### config.mk
export PLATFORM = sky130hd
export DESIGN_NAME = hdg_front
export DESIGN_NICKNAME = d
export VERILOG_FILES = /design/src/rtl/hdg_pkg.sv /design/src/rtl/hdg_decode.sv /design/src/rtl/hdg_fifo.sv /design/src/rtl/hdg_keybank.sv /design/src/rtl/hdg_front.sv
export SDC_FILE = /design/constraint.sdc
export NUM_CORES = 2
export LEC_CHECK = 0
export ABC_CLOCK_PERIOD_IN_PS = 8250
export BUFFER_PORTS_ARGS = -buffer_cell sky130_fd_sc_hd__buf_4
export CORE_ASPECT_RATIO = 1.1
export CORE_MARGIN = 2
export CORE_UTILIZATION = 50
export DETAILED_ROUTE_END_ITERATION = 8
export PLACE_DENSITY = 0.7
export SYNTH_ARGS = -nofsm -noshare
export SYNTH_HDL_FRONTEND = slang
export SYNTH_HIERARCHICAL = 1
export SYNTH_SLANG_ARGS = --single-unit
### constraint.sdc
create_clock -name clk -period 8.25 [get_ports clk]
set_clock_uncertainty 0.15 [all_clocks]
set_input_delay 1.65 -clock clk [delete_from_list [all_inputs] [get_ports clk]]
set_output_delay 1.65 -clock clk [all_outputs]
set_load 0.01 [all_outputs]
### src/rtl/hdg_pkg.sv
package hdg_pkg;
  typedef enum logic [1:0] {
    ALG_MD5    = 2'b00,
    ALG_SHA1   = 2'b01,
    ALG_SHA256 = 2'b10,
    ALG_RSVD   = 2'b11
  } alg_e;

  // Little-endian digest is the only one that needs the key bytes turned around.
  function automatic logic alg_needs_swap(input alg_e a);
    return (a == ALG_MD5);
  endfunction
endpackage

### src/rtl/hdg_decode.sv
module hdg_decode #(
  parameter int ADDR_W    = 8,
  parameter int FIFO_BASE = 32,
  parameter int FIFO_SPAN = 32,
  parameter int KEY_BASE  = 16,
  parameter int NKEYS     = 4,
  parameter int MODE_ADDR = 0,
  parameter int STAT_ADDR = 1,
  localparam int IDX_W    = (NKEYS > 1) ? $clog2(NKEYS) : 1
) (
  input  logic [ADDR_W-1:0] addr,
  output logic              hit_fifo,
  output logic              hit_key,
  output logic [IDX_W-1:0]  key_idx,
  output logic              hit_mode,
  output logic              hit_stat
);
  localparam logic [ADDR_W:0] FIFO_LO = (ADDR_W+1)'(FIFO_BASE);
  localparam logic [ADDR_W:0] FIFO_HI = (ADDR_W+1)'(FIFO_BASE + FIFO_SPAN);
  localparam logic [ADDR_W:0] KEY_LO  = (ADDR_W+1)'(KEY_BASE);
  localparam logic [ADDR_W:0] KEY_HI  = (ADDR_W+1)'(KEY_BASE + NKEYS);
  localparam logic [ADDR_W:0] MODE_A  = (ADDR_W+1)'(MODE_ADDR);
  localparam logic [ADDR_W:0] STAT_A  = (ADDR_W+1)'(STAT_ADDR);

  logic [ADDR_W:0] a_ext;
  logic [ADDR_W:0] key_off;

  always_comb begin
    a_ext    = {1'b0, addr};
    key_off  = a_ext - KEY_LO;
    hit_fifo = (a_ext >= FIFO_LO) && (a_ext < FIFO_HI);
    hit_key  = (a_ext >= KEY_LO) && (a_ext < KEY_HI);
    key_idx  = key_off[IDX_W-1:0];
    hit_mode = (a_ext == MODE_A);
    hit_stat = (a_ext == STAT_A);
  end

  // each address decodes to at most one region
  always_comb begin
    p_one_region_r11: assert ($onehot0({hit_fifo, hit_key, hit_mode, hit_stat}))
      else $error("address decodes to more than one region");
  end
endmodule

### src/rtl/hdg_fifo.sv
module hdg_fifo #(
  parameter int DATA_W = 64,
  parameter int DEPTH  = 16,
  localparam int PTR_W = $clog2(DEPTH),
  localparam int LVL_W = $clog2(DEPTH + 1)
) (
  input  logic              clk,
  input  logic              rst_n,
  input  logic              push,
  input  logic [DATA_W-1:0] push_data,
  input  logic              pop_ready,
  output logic              out_valid,
  output logic [DATA_W-1:0] out_data,
  output logic [LVL_W-1:0]  level,
  output logic              drop
);
  localparam logic [LVL_W-1:0] FULL_LVL = LVL_W'(DEPTH);

  logic [DATA_W-1:0] mem_q [DEPTH];
  logic [PTR_W-1:0]  wr_ptr_q, wr_ptr_n;
  logic [PTR_W-1:0]  rd_ptr_q, rd_ptr_n;
  logic [LVL_W-1:0]  cnt_q, cnt_n;
  logic              full, do_push, do_pop;

  always_comb begin
    full     = (cnt_q == FULL_LVL);
    do_push  = push && !full;
    do_pop   = pop_ready && (cnt_q != '0);
    drop     = push && full;
    wr_ptr_n = do_push ? wr_ptr_q + PTR_W'(1) : wr_ptr_q;
    rd_ptr_n = do_pop  ? rd_ptr_q + PTR_W'(1) : rd_ptr_q;
    cnt_n    = cnt_q + LVL_W'(do_push) - LVL_W'(do_pop);
  end

  always_ff @(posedge clk or negedge rst_n) begin
    if (!rst_n) begin
      wr_ptr_q <= '0;
      rd_ptr_q <= '0;
      cnt_q    <= '0;
    end else begin
      wr_ptr_q <= wr_ptr_n;
      rd_ptr_q <= rd_ptr_n;
      cnt_q    <= cnt_n;
    end
  end

  // Storage needs no reset: a slot is only read after a push has filled it.
  always_ff @(posedge clk) begin
    if (do_push) mem_q[wr_ptr_q] <= push_data;
  end

  assign out_valid = (cnt_q != '0);
  assign out_data  = mem_q[rd_ptr_q];
  assign level     = cnt_q;

  p_level_bound_r4: assert property (@(posedge clk) disable iff (!rst_n)
    cnt_q <= FULL_LVL);

  p_level_step_r7: assert property (@(posedge clk) disable iff (!rst_n)
    ##1 (cnt_q == $past(cnt_q) || cnt_q == $past(cnt_q) + LVL_W'(1)
         || cnt_q == $past(cnt_q) - LVL_W'(1)));

  p_drop_keeps_full_r4: assert property (@(posedge clk) disable iff (!rst_n)
    (push && full && !pop_ready) |=> (cnt_q == FULL_LVL));
endmodule

### src/rtl/hdg_keybank.sv
module hdg_keybank
  import hdg_pkg::*;
#(
  parameter int DATA_W = 64,
  parameter int NKEYS  = 4,
  localparam int IDX_W = (NKEYS > 1) ? $clog2(NKEYS) : 1,
  localparam int BYTES = DATA_W / 8
) (
  input  logic              clk,
  input  logic              rst_n,
  input  alg_e              alg,
  input  logic              wr_en,
  input  logic [IDX_W-1:0]  wr_idx,
  input  logic [DATA_W-1:0] wr_data,
  input  logic [IDX_W-1:0]  rd_idx,
  output logic [DATA_W-1:0] rd_data,
  input  logic [IDX_W-1:0]  core_idx,
  output logic [DATA_W-1:0] core_key
);
  logic [DATA_W-1:0] key_q [NKEYS];
  logic [DATA_W-1:0] key_n [NKEYS];
  logic [DATA_W-1:0] wr_rev, rd_raw, rd_rev;
  logic              swap;

  assign swap   = alg_needs_swap(alg);
  assign rd_raw = key_q[rd_idx];

  for (genvar b = 0; b < BYTES; b++) begin : g_rev
    assign wr_rev[8*b +: 8] = wr_data[8*(BYTES-1-b) +: 8];
    assign rd_rev[8*b +: 8] = rd_raw[8*(BYTES-1-b) +: 8];
  end

  always_comb begin
    for (int k = 0; k < NKEYS; k++) begin
      key_n[k] = key_q[k];
      if (wr_en && (wr_idx == IDX_W'(k)))
        key_n[k] = swap ? wr_rev : wr_data;
    end
  end

  always_ff @(posedge clk or negedge rst_n) begin
    if (!rst_n) begin
      for (int k = 0; k < NKEYS; k++) key_q[k] <= '0;
    end else begin
      for (int k = 0; k < NKEYS; k++) key_q[k] <= key_n[k];
    end
  end

  assign rd_data  = swap ? rd_rev : rd_raw;
  assign core_key = key_q[core_idx];

  // with the same algorithm, the host reads back exactly what it wrote
  p_key_roundtrip_r9: assert property (@(posedge clk) disable iff (!rst_n)
    wr_en |=> ((rd_idx == $past(wr_idx) && alg == $past(alg))
               -> rd_data == $past(wr_data)));
endmodule

### src/rtl/hdg_front.sv
module hdg_front
  import hdg_pkg::*;
#(
  parameter int DATA_W    = 64,
  parameter int ADDR_W    = 8,
  parameter int DEPTH     = 16,
  parameter int NKEYS     = 4,
  parameter int FIFO_BASE = 32,
  parameter int FIFO_SPAN = 32,
  parameter int KEY_BASE  = 16,
  parameter int MODE_ADDR = 0,
  parameter int STAT_ADDR = 1,
  parameter int OVF_BIT   = 8,
  localparam int IDX_W    = (NKEYS > 1) ? $clog2(NKEYS) : 1,
  localparam int LVL_W    = $clog2(DEPTH + 1)
) (
  input  logic              clk,
  input  logic              rst_n,
  input  logic              host_wr_en,
  input  logic              host_rd_en,
  input  logic [ADDR_W-1:0] host_addr,
  input  logic [DATA_W-1:0] host_wdata,
  output logic [DATA_W-1:0] host_rdata,
  output logic              core_valid,
  input  logic              core_ready,
  output logic [DATA_W-1:0] core_data,
  input  logic [IDX_W-1:0]  core_key_sel,
  output logic [DATA_W-1:0] core_key
);
  logic              hit_fifo, hit_key, hit_mode, hit_stat;
  logic [IDX_W-1:0]  key_idx;
  logic [LVL_W-1:0]  level;
  logic              drop;
  logic [DATA_W-1:0] key_rd;
  logic [DATA_W-1:0] stat_word;
  logic              ovf_clr;

  alg_e              mode_q, mode_n;
  logic              ovf_q, ovf_n;
  logic [DATA_W-1:0] rdata_q, rdata_n;

  hdg_decode #(
    .ADDR_W(ADDR_W), .FIFO_BASE(FIFO_BASE), .FIFO_SPAN(FIFO_SPAN),
    .KEY_BASE(KEY_BASE), .NKEYS(NKEYS), .MODE_ADDR(MODE_ADDR), .STAT_ADDR(STAT_ADDR)
  ) dec_i (
    .addr(host_addr), .hit_fifo(hit_fifo), .hit_key(hit_key),
    .key_idx(key_idx), .hit_mode(hit_mode), .hit_stat(hit_stat)
  );

  hdg_fifo #(.DATA_W(DATA_W), .DEPTH(DEPTH)) fifo_i (
    .clk(clk), .rst_n(rst_n),
    .push(host_wr_en && hit_fifo), .push_data(host_wdata),
    .pop_ready(core_ready), .out_valid(core_valid), .out_data(core_data),
    .level(level), .drop(drop)
  );

  hdg_keybank #(.DATA_W(DATA_W), .NKEYS(NKEYS)) keys_i (
    .clk(clk), .rst_n(rst_n), .alg(mode_q),
    .wr_en(host_wr_en && hit_key), .wr_idx(key_idx), .wr_data(host_wdata),
    .rd_idx(key_idx), .rd_data(key_rd),
    .core_idx(core_key_sel), .core_key(core_key)
  );

  always_comb begin
    ovf_clr = host_wr_en && hit_stat && host_wdata[OVF_BIT];
    // A drop in the same cycle as a clear wins: the new overflow is not lost.
    ovf_n   = drop || (ovf_q && !ovf_clr);
    mode_n  = (host_wr_en && hit_mode) ? alg_e'(host_wdata[1:0]) : mode_q;

    stat_word             = '0;
    stat_word[LVL_W-1:0]  = level;
    stat_word[OVF_BIT]    = ovf_q;

    rdata_n = rdata_q;
    if (host_rd_en) begin
      if (hit_key)       rdata_n = key_rd;
      else if (hit_mode) rdata_n = {{(DATA_W-2){1'b0}}, mode_q};
      else if (hit_stat) rdata_n = stat_word;
      else               rdata_n = '0;   // queue window and unmapped space
    end
  end

  always_ff @(posedge clk or negedge rst_n) begin
    if (!rst_n) begin
      mode_q  <= ALG_MD5;
      ovf_q   <= 1'b0;
      rdata_q <= '0;
    end else begin
      mode_q  <= mode_n;
      ovf_q   <= ovf_n;
      rdata_q <= rdata_n;
    end
  end

  assign host_rdata = rdata_q;

  p_window_read_zero_r3: assert property (@(posedge clk) disable iff (!rst_n)
    (host_rd_en && hit_fifo) |=> (host_rdata == '0));

  p_read_keeps_level_r3: assert property (@(posedge clk) disable iff (!rst_n)
    (host_rd_en && !host_wr_en && !(core_valid && core_ready)) |=> $stable(level));

  p_drop_flags_r4: assert property (@(posedge clk) disable iff (!rst_n)
    drop |=> ovf_q);

  p_ovf_sticky_r5: assert property (@(posedge clk) disable iff (!rst_n)
    (ovf_q && !(host_wr_en && hit_stat && host_wdata[OVF_BIT])) |=> ovf_q);

  p_valid_tracks_level_r6: assert property (@(posedge clk) disable iff (!rst_n)
    core_valid == (level != '0));
endmodule

==> impl_results.rst <==
.. list-table::
   :header-rows: 1

   * - Metric
     - Value
   * - Status
     - finished clean
   * - Library cells used by synthesis
     - 40
   * - Total CTS buffers
     - around 140
   * - WL final
     - about 150000 um
   * - Highest-count cells in the layout ignoring fill and taps
     - 1024 x sky130_fd_sc_hd__edfxtp_1, 332 x sky130_fd_sc_hd__dfrtp_1, 320 x sky130_fd_sc_hd__mux2i_1
   * - Pwr per Cell Area
     - about 290 mW/mm2
   * - Initial antenna violation count
     - 13
   * - Unrepaired setup endpoints after global routing
     - false
   * - Overall power
     - roughly 19 mW
   * - Number of flops mapped to enable cells by yosys
     - slightly above 1000
   * - Worst-path maximum fanout
     - 67
   * - Count of endpoints failing setup in the final report
     - 0
   * - Post-layout net count
     - 3746
   * - Most common cell after layout, fill and taps aside
     - sky130_fd_sc_hd__edfxtp_1
   * - Share of the clock period used by the worst path
     - ~74%
   * - #FFs+latches synth
     - approximately 1400
   * - Maximum clock frequency
     - 164 MHz
   * - Full die area
     - approximately 0.12 mm2
   * - Placed wire-length estimate
     - 82800 um
   * - Util after Layout
     - between 50% and 60%
   * - Clock input transition at the sequential cells of the worst setup and hold paths
     - about 0.060 ns
   * - Initial core utilization
     - between 50% and 60%
   * - Number of vias in the routed layout
     - roughly 33000
   * - Number of warnings reported in the yosys synthesis log
     - 6
   * - Clock root cell
     - sky130_fd_sc_hd__clkbuf_16
   * - Number of sinks on the clock net
     - 1360
   * - Portion of the post-synthesis area used by sequential elements
     - about two thirds
   * - Mean routed wirelength per cell
     - between 20 and 30 um
   * - Count of cells resized by post-cts repair
     - 0
   * - Syn_area_per_cell
     - between 15 and 20 um2
   * - Transition time of the tightest slew-check pin
     - between 1 and 1.5 ns
   * - I/O pins
     - 272
   * - Time the worst path needs with I/O delays and setup
     - 6.08 ns
   * - Critical path launch point type
     - flip-flop
   * - Maximum number of pins on one net before global-route repair
     - ~160
   * - Global routing usage summed across all routing layers
     - 24.5%
   * - Number of rows in the core area
     - between 100 and 150
   * - Post-CTS setup repair buffer count
     - 0
   * - Worst vdd rail ir drop
     - 272 uV
   * - Net count after synthesis
     - 3527
   * - Class of the worst hold path
     - flip-flop to flip-flop
   * - Worst relative slew slack
     - around a quarter
   * - Worst Setup Path Type
     - flip-flop to output port
   * - Max Root-Sink Buffers
     - 3
   * - Share of layout cells above drive strength 1
     - between 20% and 30%
   * - Post-CTS Hold Buffers
     - 0
   * - DR pass1 iterations
     - 5
   * - Max H-tree Level
     - 4
   * - Grt ovf
     - 0
   * - GP Congestion
     - just over 0.8
   * - Number of global-route vias before repair
     - roughly 33000
   * - Prevailing post-synth register cell
     - sky130_fd_sc_hd__edfxtp_1
   * - Area growth from synthesis to final layout
     - 13.1%
   * - Core Footprint
     - ~0.12 mm2
   * - Cells after synthesis
     - approximately 3400
   * - Max-cap violations
     - 0
   * - Top cell type's share of synthesized area
     - roughly 53%
   * - Vias per Instance
     - slightly above 6
   * - Leakage power figure
     - 24.6 nW
   * - Quantity of I/O buffers inserted on ports
     - ~270
   * - Cell area after technology mapping
     - about 0.058 mm2
   * - Final Max Slew Viols
     - 0
   * - CTS tree
     - yes
   * - Most area-consuming cells after synthesis
     - sky130_fd_sc_hd__edfxtp_1 53%, sky130_fd_sc_hd__dfrtp_1 15%, sky130_fd_sc_hd__mux4_2 9.6%
   * - Die boundary width
     - ~330 um
   * - Category of the worst setup path capture point
     - output port
   * - Chip Height
     - 361 um
   * - DRC
     - 0
   * - Cell type with the largest total area after synthesis
     - sky130_fd_sc_hd__edfxtp_1
   * - First-pass GRT wire length
     - roughly 210000 um
   * - Arrival time at the worst endpoint
     - between 4 and 5 ns
   * - Final hold vios
     - 0
   * - Async S/R FF share, synth
     - between 20 and 25%
   * - Latest clock arrival within the worst-skew pair
     - 0.74 ns
   * - Data required time of the worst path
     - 6.45 ns
   * - Count of nets left with antenna violations after detail routing
     - 0
   * - Number of violations reported at the end of detailed-routing iteration 0
     - roughly 3400
[final timing paths]
path	start	end	slack, ns	depth (start not counted)
max in group asynchronous	rst_n	fifo_i/rd_ptr_q[3]	5.53	2
worst max-delay path	fifo_i/rd_ptr_q[2]	core_data[12]	2.17	6
worst max register to register	fifo_i/level[2]	fifo_i/mem_q[14][41]	4.39	7
worst min register to register	keys_i/key_q[95]	keys_i/key_q[95]	0.36	2
min in group asynchronous	rst_n	host_rdata[25]	0.78	1
worst min-delay path	keys_i/key_q[95]	keys_i/key_q[95]	0.36	2
[final cells by class]
class | instances | area [um2]
inverters | 75 | 283
fillers | 8783 | 50000
flip-flops and latches | 1360 | 39200
multi-input cells | 1757 | 17300
repair buffers | 322 | 2500
clock inverters | 61 | 613
diodes | 4 | 10.0
well taps | 1529 | 1910
clock buffers | 183 | 3820
[cell families after synthesis]
group	share of synthesized area, %
adder cells (fa/ha/maj)	0.272
flip-flops	67.5
multiplexers	19.7
XOR/XNOR	0.151
AO/OA/AOI/OAI	6.24
buffers and inverters	2.87
AND/OR/NAND/NOR	3.19
[worst max-delay path, stage by stage, from the launching register on]
cell and delay [ns]:
sky130_fd_sc_hd__dfrtp_4 1.19, sky130_fd_sc_hd__and2_4 0.92, sky130_fd_sc_hd__buf_4 0.59, sky130_fd_sc_hd__a221oi_1 0.18, sky130_fd_sc_hd__a22oi_1 0.25, sky130_fd_sc_hd__nand2_1 0.19, sky130_fd_sc_hd__buf_4 0.19
[power breakdown]
part	total [mW]	switching (mW)	internal, mW
registers	7.87	0.316	7.55
logic	4.87	2.74	2.13
clock network	6.12	2.59	3.52
total	18.8	5.65	13.2
[metrics by stage]
| step | cells | worst slack [ns] | area [um2] | TNS, ns | hold slack (ns) |
|---|---|---|---|---|---|
| floorplan | 3436 | -0.903 | 58000 | -231.28 | 0.300 |
| global placement | 5043 | 2.74 | 61100 | 0 | 0.339 |
| detailed placement | 5043 | 2.72 | 61100 | 0 | 0.338 |
| CTS | 5287 | 2.09 | 65600 | 0 | 0.357 |
| global route | 5290 | 1.98 | 65600 | 0 | 0.375 |
| finish | 5291 | 2.17 | 65600 | 0 | 0.362 |
[sequential cells by signal (all words and copies together), names as in the netlist]
register         cells
fifo_i/level         5
ovf_q                1
fifo_i/rd_ptr_q      4
fifo_i/wr_ptr_q      4
fifo_i/mem_q      1024
mode_q               2
keys_i/key_q       256
host_rdata          64
[Yosys cell counts, drive strengths merged (4+ instances only)]
cell type / instances
edfxtp: 1024
dfrtp: 336
mux2i: 320
mux4: 320
o21ai: 317
nand2: 264
a221oi: 128
buf: 125
clkbuf: 119
inv: 75
nor2: 74
a21oi: 72
mux2: 67
a22oi: 66
nand3: 62
and2: 14
ha: 11
xnor2: 7
a21o: 6
nor4: 6
nand3b: 4
nor3b: 4
[per-layer routing]
layer  vias up  GRT usage [%]  wire, um
met5         -              0        29
met4         6           7.38      3670
met3       228           4.49     11500
met2      1327           38.8     69600
met1     17000           34.9     60300
li1      14100              -         -
Power figures use the tool's default switching activity.
